--- config.mk ---
export PLATFORM = sky130hd
export DESIGN_NAME = serial_cfg_regfile
export DESIGN_NICKNAME = d
export VERILOG_FILES = /design/src/rtl/scfg_pkg.sv /design/src/rtl/scfg_sync.sv /design/src/rtl/scfg_edge.sv /design/src/rtl/scfg_shift.sv /design/src/rtl/scfg_bank.sv /design/src/rtl/serial_cfg_regfile.sv
export SDC_FILE = /design/constraint.sdc
export NUM_CORES = 1
export LEC_CHECK = 0
export ABC_AREA = 1
export CAP_MARGIN = 20
export CELL_PAD_IN_SITES_DETAIL_PLACEMENT = 0
export CELL_PAD_IN_SITES_GLOBAL_PLACEMENT = 1
export CORE_UTILIZATION = 40
export DETAILED_ROUTE_END_ITERATION = 8
export GPL_TIMING_DRIVEN = 1
export PLACE_DENSITY = 0.82
export SLEW_MARGIN = 40
export SYNTH_ARGS = -nofsm -noshare
export SYNTH_HDL_FRONTEND = slang
export SYNTH_SLANG_ARGS = --single-unit
--- constraint.sdc ---
create_clock -name clk -period 1.55 [get_ports clk]
set_input_delay 0.2325 -clock clk [delete_from_list [all_inputs] [get_ports clk]]
set_output_delay 0.2325 -clock clk [all_outputs]
set_load 0.005 [all_outputs]
--- src/rtl/scfg_pkg.sv ---
package scfg_pkg;
  localparam int WORD_W      = 32;
  localparam int NUM_REGS    = 6;
  localparam int ADDR_W      = 3;
  localparam int SYNC_STAGES = 2;

  localparam int DBUF_REG    = 2;
  localparam int DBUF_EN_BIT = 13;
  localparam int DIV_REG     = 4;
  localparam int DIV_LSB     = 20;
  localparam int DIV_W       = 3;
  localparam int MUX_LSB     = 26;
  localparam int MUX_W       = 3;

  function automatic logic [WORD_W-1:0] field_mask(int lsb, int w);
    logic [WORD_W-1:0] m;
    m = '0;
    for (int i = 0; i < w; i++) m[lsb+i] = 1'b1;
    return m;
  endfunction

  // Fields that always wait for a register-0 write.
  function automatic logic [WORD_W-1:0] held_mask(int idx);
    case (idx)
      1:       return field_mask(3, 24);                       // phase + modulus
      2:       return field_mask(14, 12) | field_mask(9, 4);   // dbl, half, ref count, pump
      default: return '0;
    endcase
  endfunction

  function automatic logic [WORD_W-1:0] div_mask();
    return field_mask(DIV_LSB, DIV_W);
  endfunction
endpackage

--- src/rtl/scfg_sync.sv ---
module scfg_sync #(
  parameter int W      = 3,
  parameter int STAGES = 2
) (
  input  logic         clk,
  input  logic         rst_n,
  input  logic [W-1:0] din,
  output logic [W-1:0] dout
);
  logic [STAGES*W-1:0] chain_q;

  always_ff @(posedge clk or negedge rst_n) begin
    if (!rst_n) chain_q <= '0;
    else        chain_q <= {chain_q[(STAGES-1)*W-1:0], din};
  end

  assign dout = chain_q[STAGES*W-1 -: W];
endmodule

--- src/rtl/scfg_edge.sv ---
module scfg_edge #(
  parameter int W = 2
) (
  input  logic         clk,
  input  logic         rst_n,
  input  logic [W-1:0] level,
  output logic [W-1:0] rise
);
  logic [W-1:0] prev_q;

  always_ff @(posedge clk or negedge rst_n) begin
    if (!rst_n) prev_q <= '0;
    else        prev_q <= level;
  end

  assign rise = level & ~prev_q;
endmodule

--- src/rtl/scfg_shift.sv ---
module scfg_shift #(
  parameter int W = 32
) (
  input  logic         clk,
  input  logic         rst_n,
  input  logic         bit_in,
  input  logic         shift_en,
  input  logic         load_en,
  output logic         word_valid,
  output logic [W-1:0] word
);
  logic [W-1:0] shreg_q;

  always_ff @(posedge clk or negedge rst_n) begin
    if (!rst_n) begin
      shreg_q    <= '0;
      word       <= '0;
      word_valid <= 1'b0;
    end else begin
      if (shift_en) shreg_q <= {shreg_q[W-2:0], bit_in};
      word_valid <= load_en;
      if (load_en) word <= shreg_q;
    end
  end
endmodule

--- src/rtl/scfg_bank.sv ---
module scfg_bank
  import scfg_pkg::*;
#(
  parameter int NREG = NUM_REGS,
  parameter int W    = WORD_W,
  parameter int AW   = ADDR_W
) (
  input  logic            clk,
  input  logic            rst_n,
  input  logic            wr_valid,
  input  logic [W-1:0]    wr_word,
  output logic [NREG*W-1:0] active_flat,
  output logic            cal_start
);
  logic [AW-1:0]   addr;
  logic [NREG-1:0] hit;
  logic            div_buffered;
  logic            boot_q;

  assign addr         = wr_word[AW-1:0];
  assign div_buffered = active_flat[DBUF_REG*W + DBUF_EN_BIT];

  always_comb begin
    for (int k = 0; k < NREG; k++) hit[k] = wr_valid && (addr == AW'(k));
  end

  for (genvar k = 0; k < NREG; k++) begin : g_reg
    logic [W-1:0] act_q;
    assign active_flat[k*W +: W] = act_q;

    if (k == 0) begin : g_primary
      always_ff @(posedge clk or negedge rst_n) begin
        if (!rst_n)     act_q <= '0;
        else if (hit[k]) act_q <= wr_word;
      end
    end else begin : g_buffered
      localparam logic [W-1:0] HELD  = held_mask(k);
      localparam logic [W-1:0] PROMO = HELD | ((k == DIV_REG) ? div_mask() : '0);
      logic [W-1:0] staged_q;
      logic [W-1:0] imm;

      always_comb begin
        imm = ~HELD;
        if (k == DIV_REG && div_buffered) imm = imm & ~div_mask();
      end

      always_ff @(posedge clk or negedge rst_n) begin
        if (!rst_n) begin
          staged_q <= '0;
          act_q    <= '0;
        end else if (hit[k]) begin
          staged_q <= wr_word;
          act_q    <= (act_q & ~imm) | (wr_word & imm);
        end else if (hit[0]) begin
          act_q    <= (act_q & ~PROMO) | (staged_q & PROMO);
        end
      end
    end
  end

  always_ff @(posedge clk or negedge rst_n) begin
    if (!rst_n) begin
      boot_q    <= 1'b1;
      cal_start <= 1'b0;
    end else begin
      boot_q    <= 1'b0;
      cal_start <= boot_q | hit[0];
    end
  end
endmodule

--- src/rtl/serial_cfg_regfile.sv ---
module serial_cfg_regfile
  import scfg_pkg::*;
#(
  parameter int NREG   = NUM_REGS,
  parameter int W      = WORD_W,
  parameter int STAGES = SYNC_STAGES
) (
  input  logic              clk,
  input  logic              rst_n,
  input  logic              ser_clk,
  input  logic              ser_data,
  input  logic              ser_le,
  output logic [NREG*W-1:0] cfg_active,
  output logic [MUX_W-1:0]  status_sel,
  output logic              cal_start
);
  logic [2:0]   pins_s;
  logic [1:0]   rise;
  logic         commit_valid;
  logic [W-1:0] commit_word;

  scfg_sync #(.W(3), .STAGES(STAGES)) u_sync (
    .clk(clk), .rst_n(rst_n),
    .din({ser_le, ser_clk, ser_data}),
    .dout(pins_s)
  );

  scfg_edge #(.W(2)) u_edge (
    .clk(clk), .rst_n(rst_n),
    .level(pins_s[2:1]),
    .rise(rise)
  );

  scfg_shift #(.W(W)) u_shift (
    .clk(clk), .rst_n(rst_n),
    .bit_in(pins_s[0]),
    .shift_en(rise[0]),
    .load_en(rise[1]),
    .word_valid(commit_valid),
    .word(commit_word)
  );

  scfg_bank #(.NREG(NREG), .W(W), .AW(ADDR_W)) u_bank (
    .clk(clk), .rst_n(rst_n),
    .wr_valid(commit_valid),
    .wr_word(commit_word),
    .active_flat(cfg_active),
    .cal_start(cal_start)
  );

  assign status_sel = cfg_active[DBUF_REG*W + MUX_LSB +: MUX_W];
endmodule

==> metrics.md <==
| Metric | Value |
|---|---|
| Outcome | complete, no violations |
| Fillers | ~2400 |
| Total power after layout | approximately 0.019 W |
| Cell chosen for the clock root | sky130_fd_sc_hd__clkbuf_16 |
| Number of violations reported at the end of detailed-routing iteration 0 | 726 |
| Total wirelength of the detailed-routed design | approximately 28000 um |
| Layout cells sized above 1 | a little under a tenth |
| Yosys Warn Count | 0 |
| DRC violation count after routing | 0 |
| Largest net degree at the start of global routing | 71 |
| Share of the yosys chip area belonging to registers | 69.8% |
| Half-perimeter wire length of the detailed placement result | 18700 um |
| Mapped cell area | 0.0111 mm2 |
| Number of buffers added by the clock tree synthesis step | 31 |
| CP max stage delay | 0.44 ns |
| Count of different cell masters after synthesis | 19 |
| Register clock-pin slew on the reported worst setup and hold paths | about 0.06 ns |
| Final global-route overflow total | 0 |
| Number of endpoints with negative hold slack in the final report | 0 |
| Final setup skew | 0.00756 ns |
| Data arrival, critical path | 1.27 ns |
| Chip Width | 169 um |
| Placeable core area | 0.0271 mm2 |
| First-pass GRT wire length | 43800 um |
| Maximum buffer depth of the clock tree | 3 |
| Router iterations before antenna repair | 6 |
| Number of cells produced by synthesis | 1079 |
| Startpoint kind of the worst setup timing path | flip-flop |
| Htree depth | 1 |
| Cell family with most CP delay | flip-flops |
| Fmax | 667 MHz |
| Critical Path End Type | primary output |
| Rows | 60 |
| Routed via count divided by cell count | 4.74 |
| Routability-driven placement congestion ratio | 0.811 |
| Crit Path Class | flip-flop to primary output |
| Cell with the biggest individual delay on the critical path | sky130_fd_sc_hd__dfrtp_2 |
| Leakage power figure | roughly 7.7 nW |
| Average detailed-routed wire length per instance | 16.3 um |
| Maxcap violations | 0 |
| Average cell area after synthesis | 10.3 um2 |
| Worst-Skew Late Latency | about 0.54 ns |
| Required time at the endpoint of the critical path | roughly 1.3 ns |
| Overall die height | 169 um |
| Port bufs | 200 |
| Starting density of the core | 41.0% |
| Detail Route Antenna Nets | 0 |
| Number of buffers and inverters on the critical path | 1 |
| Number of clock sinks seen by CTS | 310 |
| PwrDens | 1270 mW/mm2 |
| TritonCTS clock tree | done |
| Mapped Nets | 1084 |
| Worst hold margin | 0.125 ns |
| Setup violations, final | 0 |
| CP Max Fanout | 2 |
| Shortest period the worst path allows | roughly 1.5 ns |
| Number of diodes added for antenna fixing | 0 |
| Count of vias placed by the detailed router | slightly above 8000 |
| Flip-flop and latch count after synthesis | 310 |
| Cell-by-cell listing of the critical path | dlygate4sd2_1 |
| All-layer global routing usage | 20.0% |
| Ports placed on the boundary | 201 |
| Area Growth Syn to Fin | 31.7% |
| Initial antenna violation count | 1 |
| Via count of the first global-routing pass | 7677 |
| Final max-slew violation count | 0 |
| Hold/Removal Path Class | primary input to flip-flop |
| Net count reported at finish | 1311 |
| Final worst path period share | 96.7% |
| Die area | around 0.028 mm2 |
| Peak supply drop | 0.000680 V |
-- report_power, final --
group	internal, W	switching [W]
clock	0.00442	0.00300
combinational	0.000833	0.00118
sequential	0.00876	0.000358
total	0.0140	0.00454
-- cells in the final DEF (no fill, tap or decap), types with 2 or more instances in the layout --
cell                              instances
sky130_fd_sc_hd__clkbuf_1                 8
sky130_fd_sc_hd__buf_12                  12
sky130_fd_sc_hd__nand2_1                325
sky130_fd_sc_hd__clkbuf_8                 9
sky130_fd_sc_hd__nand2_4                  2
sky130_fd_sc_hd__nor2_1                  14
sky130_fd_sc_hd__o21ai_0                255
sky130_fd_sc_hd__inv_1                   84
sky130_fd_sc_hd__o21ai_1                  6
sky130_fd_sc_hd__dfrtp_2                  2
sky130_fd_sc_hd__clkbuf_16               31
sky130_fd_sc_hd__clkinv_2                 5
sky130_fd_sc_hd__nand3_2                  2
sky130_fd_sc_hd__nor2_2                   2
sky130_fd_sc_hd__clkdlybuf4s50_1          3
sky130_fd_sc_hd__or2_2                    7
sky130_fd_sc_hd__dlygate4sd2_1          194
sky130_fd_sc_hd__bufinv_16                2
sky130_fd_sc_hd__nand2_2                  3
sky130_fd_sc_hd__buf_4                   42
sky130_fd_sc_hd__nand3_1                  4
sky130_fd_sc_hd__dfrtp_1                307
-- final timing paths --
check                                                                      end  cells past startpoint  slack [ns]                         from
max                                                            cfg_active[150]                      1        0.05                    flip-flop
min                                                u_sync.chain_q[2]$_DFF_PN0_                      1        0.13                       ser_le
max reg2reg                u_bank.g_reg[1].g_buffered.staged_q[14]$_DFFE_PN0P_                      6        0.13  u_shift.word[0]$_DFFE_PN0P_
min reg2reg                                        u_sync.chain_q[5]$_DFF_PN0_                      0        0.35  u_sync.chain_q[2]$_DFF_PN0_
max in group asynchronous                 u_bank.g_reg[1].act_q[4]$_DFFE_PN0P_                      3        0.70                        rst_n
min in group asynchronous                 u_bank.g_reg[3].act_q[6]$_DFFE_PN0P_                      2        0.18                        rst_n
-- synth_stat cells (all sizes together) --
library cell,instances,share of area [%]
buf,25,1.7
dfstp,1,0.24
dfrtp,309,70
inv,84,2.8
clkbuf,36,1.2
nor2,17,0.69
conb,1,0.034
and2,1,0.056
o21ai,261,12
nand2,330,11
or2,7,0.39
nand3,6,0.27
a21oi,1,0.045
-- through the flow --
stage | setup TNS [ns] | setup WS (ns) | util [%] | cells | area, um2
2_1_floorplan | 0 | 0.285 | - | 1079 | 11100
3_5_place_dp | 0 | 0.136 | 50.3 | 1616 | 13600
3_3_place_gp | 0 | 0.187 | 50.3 | 1616 | 13600
6_report | 0 | 0.0511 | 54.0 | 1701 | 14600
5_1_grt | -0.0144 | -0.0144 | 54.0 | 1701 | 14600
4_1_cts | 0 | 0.0208 | 54.0 | 1701 | 14600
-- what timing repair did --
item / in CTS / in global routing
setup buffers: 28 / 0
endpoints found under the setup margin: 196 / 6
hold endpoints to repair: 169 / 0
hold buffers: 1 / 0
resized for setup: 199 / 3
-- metal layers --
metal | routed length [um] | global-route usage, % | up-vias
met5 | 13 | 0 | -
met4 | 842 | 6.52 | 2
met2 | 12800 | 31.4 | 208
li1 | - | - | 3886
met3 | 1270 | 3.30 | 57
met1 | 12900 | 28.3 | 3907
-- registers in the layout (all words and copies together) (netlist names), named ones only --
| register | count |
|---|---|
| u_shift.shreg_q | 32 |
| u_bank.g.g_buffered.staged_q | 43 |
| u_edge.prev_q | 2 |
| u_sync.chain_q | 6 |
| u_bank.g.act_q | 189 |
| u_shift.word | 32 |
| u_shift.word_valid | 1 |
| u_bank.cal_start | 1 |
| u_bank.boot_q | 1 |
-- kinds of logic (layout without fill, tap and decap cells) --
| logic type | count (synthesis) | count (layout) | share of synthesized area (%) |
|---|---|---|---|
| buffers and inverters | 145 | 395 | 5.77 |
| other | 1 | 1 | 0.0337 |
| flip-flops | 310 | 310 | 69.8 |
| AND/OR/NAND/NOR | 361 | 361 | 12.6 |
| AO/OA/AOI/OAI | 262 | 262 | 11.8 |
-- final cells by class --
cell class	count	area [um2]	area share, %
multi-input cells	624	2740	18.7
inverters	84	315	2.15
repair buffers	255	2320	15.9
well taps	372	465	3.18
clock buffers	48	930	6.35
flip-flops and latches	310	7760	53.0
clock inverters	8	92.6	0.633
Power figures use the tool's default switching activity.
